===== config.mk =====
export PLATFORM = sky130hd
export DESIGN_NAME = dlb_builder
export DESIGN_NICKNAME = d
export VERILOG_FILES = /design/src/rtl/dlb_pkg.sv /design/src/rtl/dlb_size_calc.sv /design/src/rtl/dlb_region_split.sv /design/src/rtl/dlb_word_seq.sv /design/src/rtl/dlb_builder.sv
export SDC_FILE = /design/constraint.sdc
export NUM_CORES = 1
export LEC_CHECK = 0
export ABC_AREA = 1
export BUFFER_PORTS_ARGS = -buffer_cell sky130_fd_sc_hd__buf_2
export CAP_MARGIN = 30
export CORE_MARGIN = 3
export CORE_UTILIZATION = 50
export DETAILED_ROUTE_END_ITERATION = 7
export HOLD_SLACK_MARGIN = 0.02
export PLACE_DENSITY = 0.69
export SYNTH_ARGS = -nofsm -noshare
export SYNTH_HDL_FRONTEND = slang
export SYNTH_SLANG_ARGS = --single-unit

===== constraint.sdc =====
create_clock -name clk -period 12.9 [get_ports clk]
set_clock_uncertainty 0.15 [all_clocks]
set_input_delay 1.935 -clock clk [delete_from_list [all_inputs] [get_ports clk]]
set_output_delay 1.935 -clock clk [all_outputs]
set_load 0.03 [all_outputs]

===== src/rtl/dlb_pkg.sv =====
package dlb_pkg;
  typedef enum logic {
    ST_IDLE = 1'b0,
    ST_EMIT = 1'b1
  } dlb_state_e;
endpackage


===== src/rtl/dlb_size_calc.sv =====
// Converts a sector count into a byte length; a zero count encodes the
// largest representable count plus one.
module dlb_size_calc #(
  parameter int SEC_W   = 8,
  parameter int SECT_LG = 9,
  localparam int TOT_W  = SEC_W + 1 + SECT_LG
) (
  input  logic [SEC_W-1:0] sectors_i,
  output logic [TOT_W-1:0] total_o
);
  logic [TOT_W-1:0] nsec;

  always_comb begin
    if (sectors_i == '0) nsec = TOT_W'(1) << SEC_W;
    else                 nsec = TOT_W'(sectors_i);
    total_o = nsec << SECT_LG;
  end
endmodule


===== src/rtl/dlb_region_split.sv =====
// Walks the transfer page by page and cuts it into NDESC regions.
module dlb_region_split #(
  parameter int ADDR_W  = 32,
  parameter int TOT_W   = 18,
  parameter int PAGE_LG = 16,
  parameter int NDESC   = 3,
  localparam int ROOM_W = PAGE_LG + 1,
  localparam int UW     = $clog2(NDESC + 1),
  localparam int MW     = (TOT_W > ROOM_W) ? TOT_W : ROOM_W
) (
  input  logic [ADDR_W-1:0]             addr_i,
  input  logic [TOT_W-1:0]              total_i,
  output logic [NDESC-1:0][ADDR_W-1:0]  base_o,
  output logic [NDESC-1:0][ROOM_W-1:0]  cnt_o,
  output logic [UW-1:0]                 used_o
);
  localparam logic [ADDR_W-1:0] PAGE_MASK = {{(ADDR_W-PAGE_LG){1'b0}}, {PAGE_LG{1'b1}}};
  localparam logic [ADDR_W-1:0] PAGE_SIZE = {{(ADDR_W-PAGE_LG-1){1'b0}}, 1'b1, {PAGE_LG{1'b0}}};

  always_comb begin
    logic [ADDR_W-1:0] cur;
    logic [ADDR_W-1:0] nxt;
    logic [MW-1:0]     rem;
    logic [MW-1:0]     room;
    logic [MW-1:0]     take;
    cur    = addr_i;
    rem    = MW'(total_i);
    used_o = '0;
    for (int i = 0; i < NDESC; i++) begin
      nxt       = (cur & ~PAGE_MASK) + PAGE_SIZE;
      room      = MW'(ROOM_W'(nxt - cur));
      take      = (rem > room) ? room : rem;
      base_o[i] = cur;
      cnt_o[i]  = ROOM_W'(take);
      rem       = rem - take;
      if (take != '0) used_o = used_o + UW'(1);
      cur       = nxt;
    end
  end
endmodule


===== src/rtl/dlb_word_seq.sv =====
// Latches a split request and streams it out as base/count word pairs.
module dlb_word_seq
  import dlb_pkg::*;
#(
  parameter int ADDR_W  = 32,
  parameter int DATA_W  = 32,
  parameter int PAGE_LG = 16,
  parameter int NDESC   = 3,
  localparam int ROOM_W = PAGE_LG + 1,
  localparam int UW     = $clog2(NDESC + 1),
  localparam int NWORDS = 2 * NDESC,
  localparam int IW     = $clog2(NWORDS)
) (
  input  logic                          clk,
  input  logic                          rst,
  input  logic                          start_i,
  input  logic                          odd_i,
  input  logic                          dir_i,
  input  logic [NDESC-1:0][ADDR_W-1:0]  base_i,
  input  logic [NDESC-1:0][ROOM_W-1:0]  cnt_i,
  input  logic [UW-1:0]                 used_i,
  output logic                          wr_en_o,
  output logic [IW-1:0]                 wr_idx_o,
  output logic [DATA_W-1:0]             wr_data_o,
  output logic                          busy_o,
  output logic                          done_o,
  output logic                          err_o,
  output logic [UW-1:0]                 entries_o,
  output logic                          dir_o
);
  dlb_state_e                    st;
  logic [IW-1:0]                 idx;
  logic [NDESC-1:0][ADDR_W-1:0]  base_q;
  logic [NDESC-1:0][ROOM_W-1:0]  cnt_q;
  logic [DATA_W-1:0]             word_c;
  int                            slot;

  always_comb begin
    slot   = int'(idx) / 2;
    word_c = '0;
    if (slot < NDESC) begin
      if (!idx[0]) begin
        word_c = DATA_W'(base_q[slot]);
      end else begin
        word_c[PAGE_LG-1:0] = cnt_q[slot][PAGE_LG-1:0];
        word_c[DATA_W-1]    = (slot == int'(entries_o) - 1);
      end
    end
  end

  always_ff @(posedge clk) begin
    if (rst) begin
      st        <= ST_IDLE;
      idx       <= '0;
      base_q    <= '0;
      cnt_q     <= '0;
      wr_en_o   <= 1'b0;
      wr_idx_o  <= '0;
      wr_data_o <= '0;
      busy_o    <= 1'b0;
      done_o    <= 1'b0;
      err_o     <= 1'b0;
      entries_o <= '0;
      dir_o     <= 1'b0;
    end else begin
      wr_en_o <= 1'b0;
      done_o  <= 1'b0;
      case (st)
        ST_IDLE: begin
          if (start_i) begin
            if (odd_i) begin
              err_o     <= 1'b1;
              done_o    <= 1'b1;
              entries_o <= '0;
            end else begin
              err_o     <= 1'b0;
              base_q    <= base_i;
              cnt_q     <= cnt_i;
              entries_o <= used_i;
              dir_o     <= dir_i;
              idx       <= '0;
              busy_o    <= 1'b1;
              st        <= ST_EMIT;
            end
          end
        end
        ST_EMIT: begin
          wr_en_o   <= 1'b1;
          wr_idx_o  <= idx;
          wr_data_o <= word_c;
          if (int'(idx) == NWORDS - 1) begin
            st     <= ST_IDLE;
            busy_o <= 1'b0;
            done_o <= 1'b1;
            idx    <= '0;
          end else begin
            idx <= idx + IW'(1);
          end
        end
        default: st <= ST_IDLE;
      endcase
    end
  end
endmodule


===== src/rtl/dlb_builder.sv =====
module dlb_builder #(
  parameter int ADDR_W  = 32,
  parameter int DATA_W  = 32,
  parameter int SEC_W   = 8,
  parameter int SECT_LG = 9,
  parameter int PAGE_LG = 16,
  parameter int NDESC   = 3,
  localparam int TOT_W  = SEC_W + 1 + SECT_LG,
  localparam int ROOM_W = PAGE_LG + 1,
  localparam int UW     = $clog2(NDESC + 1),
  localparam int IW     = $clog2(2 * NDESC)
) (
  input  logic              clk,
  input  logic              rst,
  input  logic              start_i,
  input  logic [ADDR_W-1:0] addr_i,
  input  logic [SEC_W-1:0]  sectors_i,
  input  logic              dir_i,
  output logic              wr_en_o,
  output logic [IW-1:0]     wr_idx_o,
  output logic [DATA_W-1:0] wr_data_o,
  output logic              busy_o,
  output logic              done_o,
  output logic              err_o,
  output logic [UW-1:0]     entries_o,
  output logic              dir_o
);
  logic [TOT_W-1:0]               total;
  logic [NDESC-1:0][ADDR_W-1:0]   base;
  logic [NDESC-1:0][ROOM_W-1:0]   cnt;
  logic [UW-1:0]                  used;

  dlb_size_calc #(.SEC_W(SEC_W), .SECT_LG(SECT_LG)) u_size (
    .sectors_i(sectors_i),
    .total_o  (total)
  );

  dlb_region_split #(
    .ADDR_W(ADDR_W), .TOT_W(TOT_W), .PAGE_LG(PAGE_LG), .NDESC(NDESC)
  ) u_split (
    .addr_i (addr_i),
    .total_i(total),
    .base_o (base),
    .cnt_o  (cnt),
    .used_o (used)
  );

  dlb_word_seq #(
    .ADDR_W(ADDR_W), .DATA_W(DATA_W), .PAGE_LG(PAGE_LG), .NDESC(NDESC)
  ) u_seq (
    .clk      (clk),
    .rst      (rst),
    .start_i  (start_i),
    .odd_i    (addr_i[0]),
    .dir_i    (dir_i),
    .base_i   (base),
    .cnt_i    (cnt),
    .used_i   (used),
    .wr_en_o  (wr_en_o),
    .wr_idx_o (wr_idx_o),
    .wr_data_o(wr_data_o),
    .busy_o   (busy_o),
    .done_o   (done_o),
    .err_o    (err_o),
    .entries_o(entries_o),
    .dir_o    (dir_o)
  );
endmodule


==> impl_metrics.csv <==
group,metric,value,unit
status,outcome,"finished, final reports clean",
cells_and_area,regArea,3123,sq um
route,dr.first_iter.drc_count,671,
timing,setup_violations,0,
power,leakagePower,4.320,nW
cts,root_buffer,"clkbuf_16",
global_routing,grt_usage,0.2637,
die,die-height,138.3,microns
setup_path,endpoint_kind,"flip-flop",
placed_design,gp_congestion,0.9370,
synth,syn-cell-area,8755,sq um
power,power_per_cell_area,132.5,nW/um^2
die,fp.dieArea,19130,sq um
global_routing,grt_pass1_wl,41.63,mm
synth,synthCells,1286,
cells_and_area,diodes,0,
cells_and_area,multi_input_area,4558,sq um
cts,worstSkewPairLatency,0.43,ns
synth,yosys.cell_types.count,49,
die,start_util,0.5187,
setup_path,crit_fanout,22,
global_routing,antenna_found_initial,0,
global_routing,grt_pass1_vias,8218,
route,final_antenna_net_count,0,
timing,final_hold_viol_count,0,
placed_design,placement.io_buffers,85,
setup_path,cp.arrival,9.38,ns
route,drc,0,
timing,rsz0062_at_grt,"false",
synth,synth_ff_type,"dfxtp_1",
timing,slew_viol_final,0,
synth,ys_ff_latch,156,
synth,yosysMostFrequentCell,"nand2_1",
cts,clk_pin_slew,0.07,ns
route,via_per_inst,5.524,
cells_and_area,final_nets,1406,
synth,synth_edf_count,0,
die,rows,47,
min_path,hold_path_class,"reg -> reg",
synth,async_reset_ff_frac,0,
power,finalPower,1.310,mW
cts,cts_sinks,156,
cts,clk_path_buf_depth,2,
setup_path,cp-start-kind,"primary input",
setup_path,cpPeakStageDelay,0.36,ns
cells_and_area,layout-drive-gt1-share,0.1348,
timing,fmax,107.9,MHz
timing,min_period_over_period,0.7184,
setup_path,required,13.02,ns
die,ios,86,
power,vdd_drop_max,101.9,uV
synth,avgSynthCellArea,6.808,sq um
route,via_count,8673,
synth,synth_nets,1355,
synth,yosysWarnings,0,
route,drt_pass1_iterations,5,
run,maxCapViolCount,0,
synth,ys_seq_area_frac,0.3567,
cts,cts_tree,"built",
timing,tightest_slew,0.9490,ns
global_routing,grt_overflow,0,
cells_and_area,syn_to_final_growth,12.93,%
cells_and_area,nFillCells,1654,
placed_design,dp_hpwl,18.65,mm
cts,cts_buffers,17,
setup_path,path_class,"in -> reg",
timing,tns,0,ns
timing,max-slew-margin-rel,0.3673,
synth,synth_top_area_frac,0.3567,
route,wl_per_cell,16.22,microns
global_routing,grt_max_degree,73,
synth,synth_top_cell_by_area,"dfxtp_1",
synth,netlist_top_cells_area,"dfxtp_1, nand2_1, inv_1",
cts,hold_buffers,0,
die,chipWidth,138.3,microns
route,totalWireLength,25.47,mm
cts,postCtsSetupBuffers,0,
cts,cts_resized,0,
timing,min_period,9.267,ns
synth,netlist_top_cells_count,"nand2_1, inv_1, dfxtp_1, nor2_1, nand3_1",
die,core_area,16880,sq um
cts,h-tree-depth,4,
setup_path,crit_path_top_delay_cell,"ha_1",
where the power goes:
group	switching, mW	internal, mW	total (mW)
logic	0.200	0.0837	0.284
clock network	0.218	0.295	0.513
registers	0.00918	0.504	0.513
critical path, delay by kind of cell:
| family | cells | cell delay (ns) |
|---|---|---|
| simple gates | 33 | 3.81 |
| fa+ha+maj | 4 | 1.14 |
| compound gates | 8 | 1.58 |
| xor+xnor | 1 | 0.16 |
| buf+inv | 7 | 0.74 |
cell usage in the layout (no fill, tap or decap), drive strengths merged, types with 19 or more instances in the layout:
cell,n
a21oi,52
buf,94
clkbuf,19
dfxtp,156
ha,25
inv,218
nand2,267
nand3,99
nor2,118
o21ai,94
o22ai,81
kinds of logic after synthesis:
group | after synthesis | synth area share
compound gates | 286 | 0.2037
xor+xnor | 17 | 0.01786
fa+ha+maj | 25 | 0.03573
buf+inv | 278 | 0.1232
flops | 156 | 0.3567
other cells | 1 | 0.0004283
simple gates | 523 | 0.2624
worst paths after layout:
kind	from	to	slack, ns	cells after the start
max	addr_i[0]	u_seq.entries_o[0]	3.63	53
min	u_seq.cnt_q[34]	u_seq.cnt_q[34]	0.28	2
max reg2reg	u_seq.st	u_seq.cnt_q[23]	9.27	11
min reg2reg	u_seq.cnt_q[34]	u_seq.cnt_q[34]	0.28	2
per-stage QoR:
stage | worst slack (ns) | area, sq um | utilization | std cells | hold slack, ns
floorplan | 4.568 | 8755 | - | 1286 | 0.2584
global placement | 3.567 | 9245 | 0.5478 | 1536 | 0.2660
detailed placement | 3.306 | 9288 | 0.5503 | 1538 | 0.2692
CTS | 3.708 | 9887 | 0.5858 | 1570 | 0.2797
global route | 2.687 | 9887 | 0.5858 | 1570 | 0.2914
finish | 3.633 | 9887 | 0.5858 | 1570 | 0.2783
layer usage:
layer,share of wire,wire (microns),global-route usage,vias up
met1,0.44,11170,0.3411,3995
met4,0.028,707,0.1009,0
met3,0.047,1186,0.04109,58
met5,0,0,0,-
met2,0.49,12410,0.4445,262
li1,-,-,-,4358
layout make-up:
cell class                 count  area share
clock buffer                  19     0.04480
clock inverter                13     0.01582
inverter                     216     0.08200
multi-input combinational    852      0.4610
sequential                   156      0.3159
tap                          220     0.02784
timing repair buffer          94     0.05264
registers in the layout, summed over array words and instances (netlist names):
| signal | cells |
|---|---|
| u_seq.busy_o | 1 |
| u_seq.err_o | 1 |
| u_seq.idx | 3 |
| u_seq.wr_en_o | 1 |
| u_seq.wr_data_o | 32 |
| u_seq.wr_idx_o | 3 |
| u_seq.base_q | 62 |
| u_seq.entries_o | 2 |
| u_seq.dir_o | 1 |
| u_seq.st | 1 |
| u_seq.done_o | 1 |
| u_seq.cnt_q | 48 |
No activity file was read; power rests on OpenSTA's default activity.
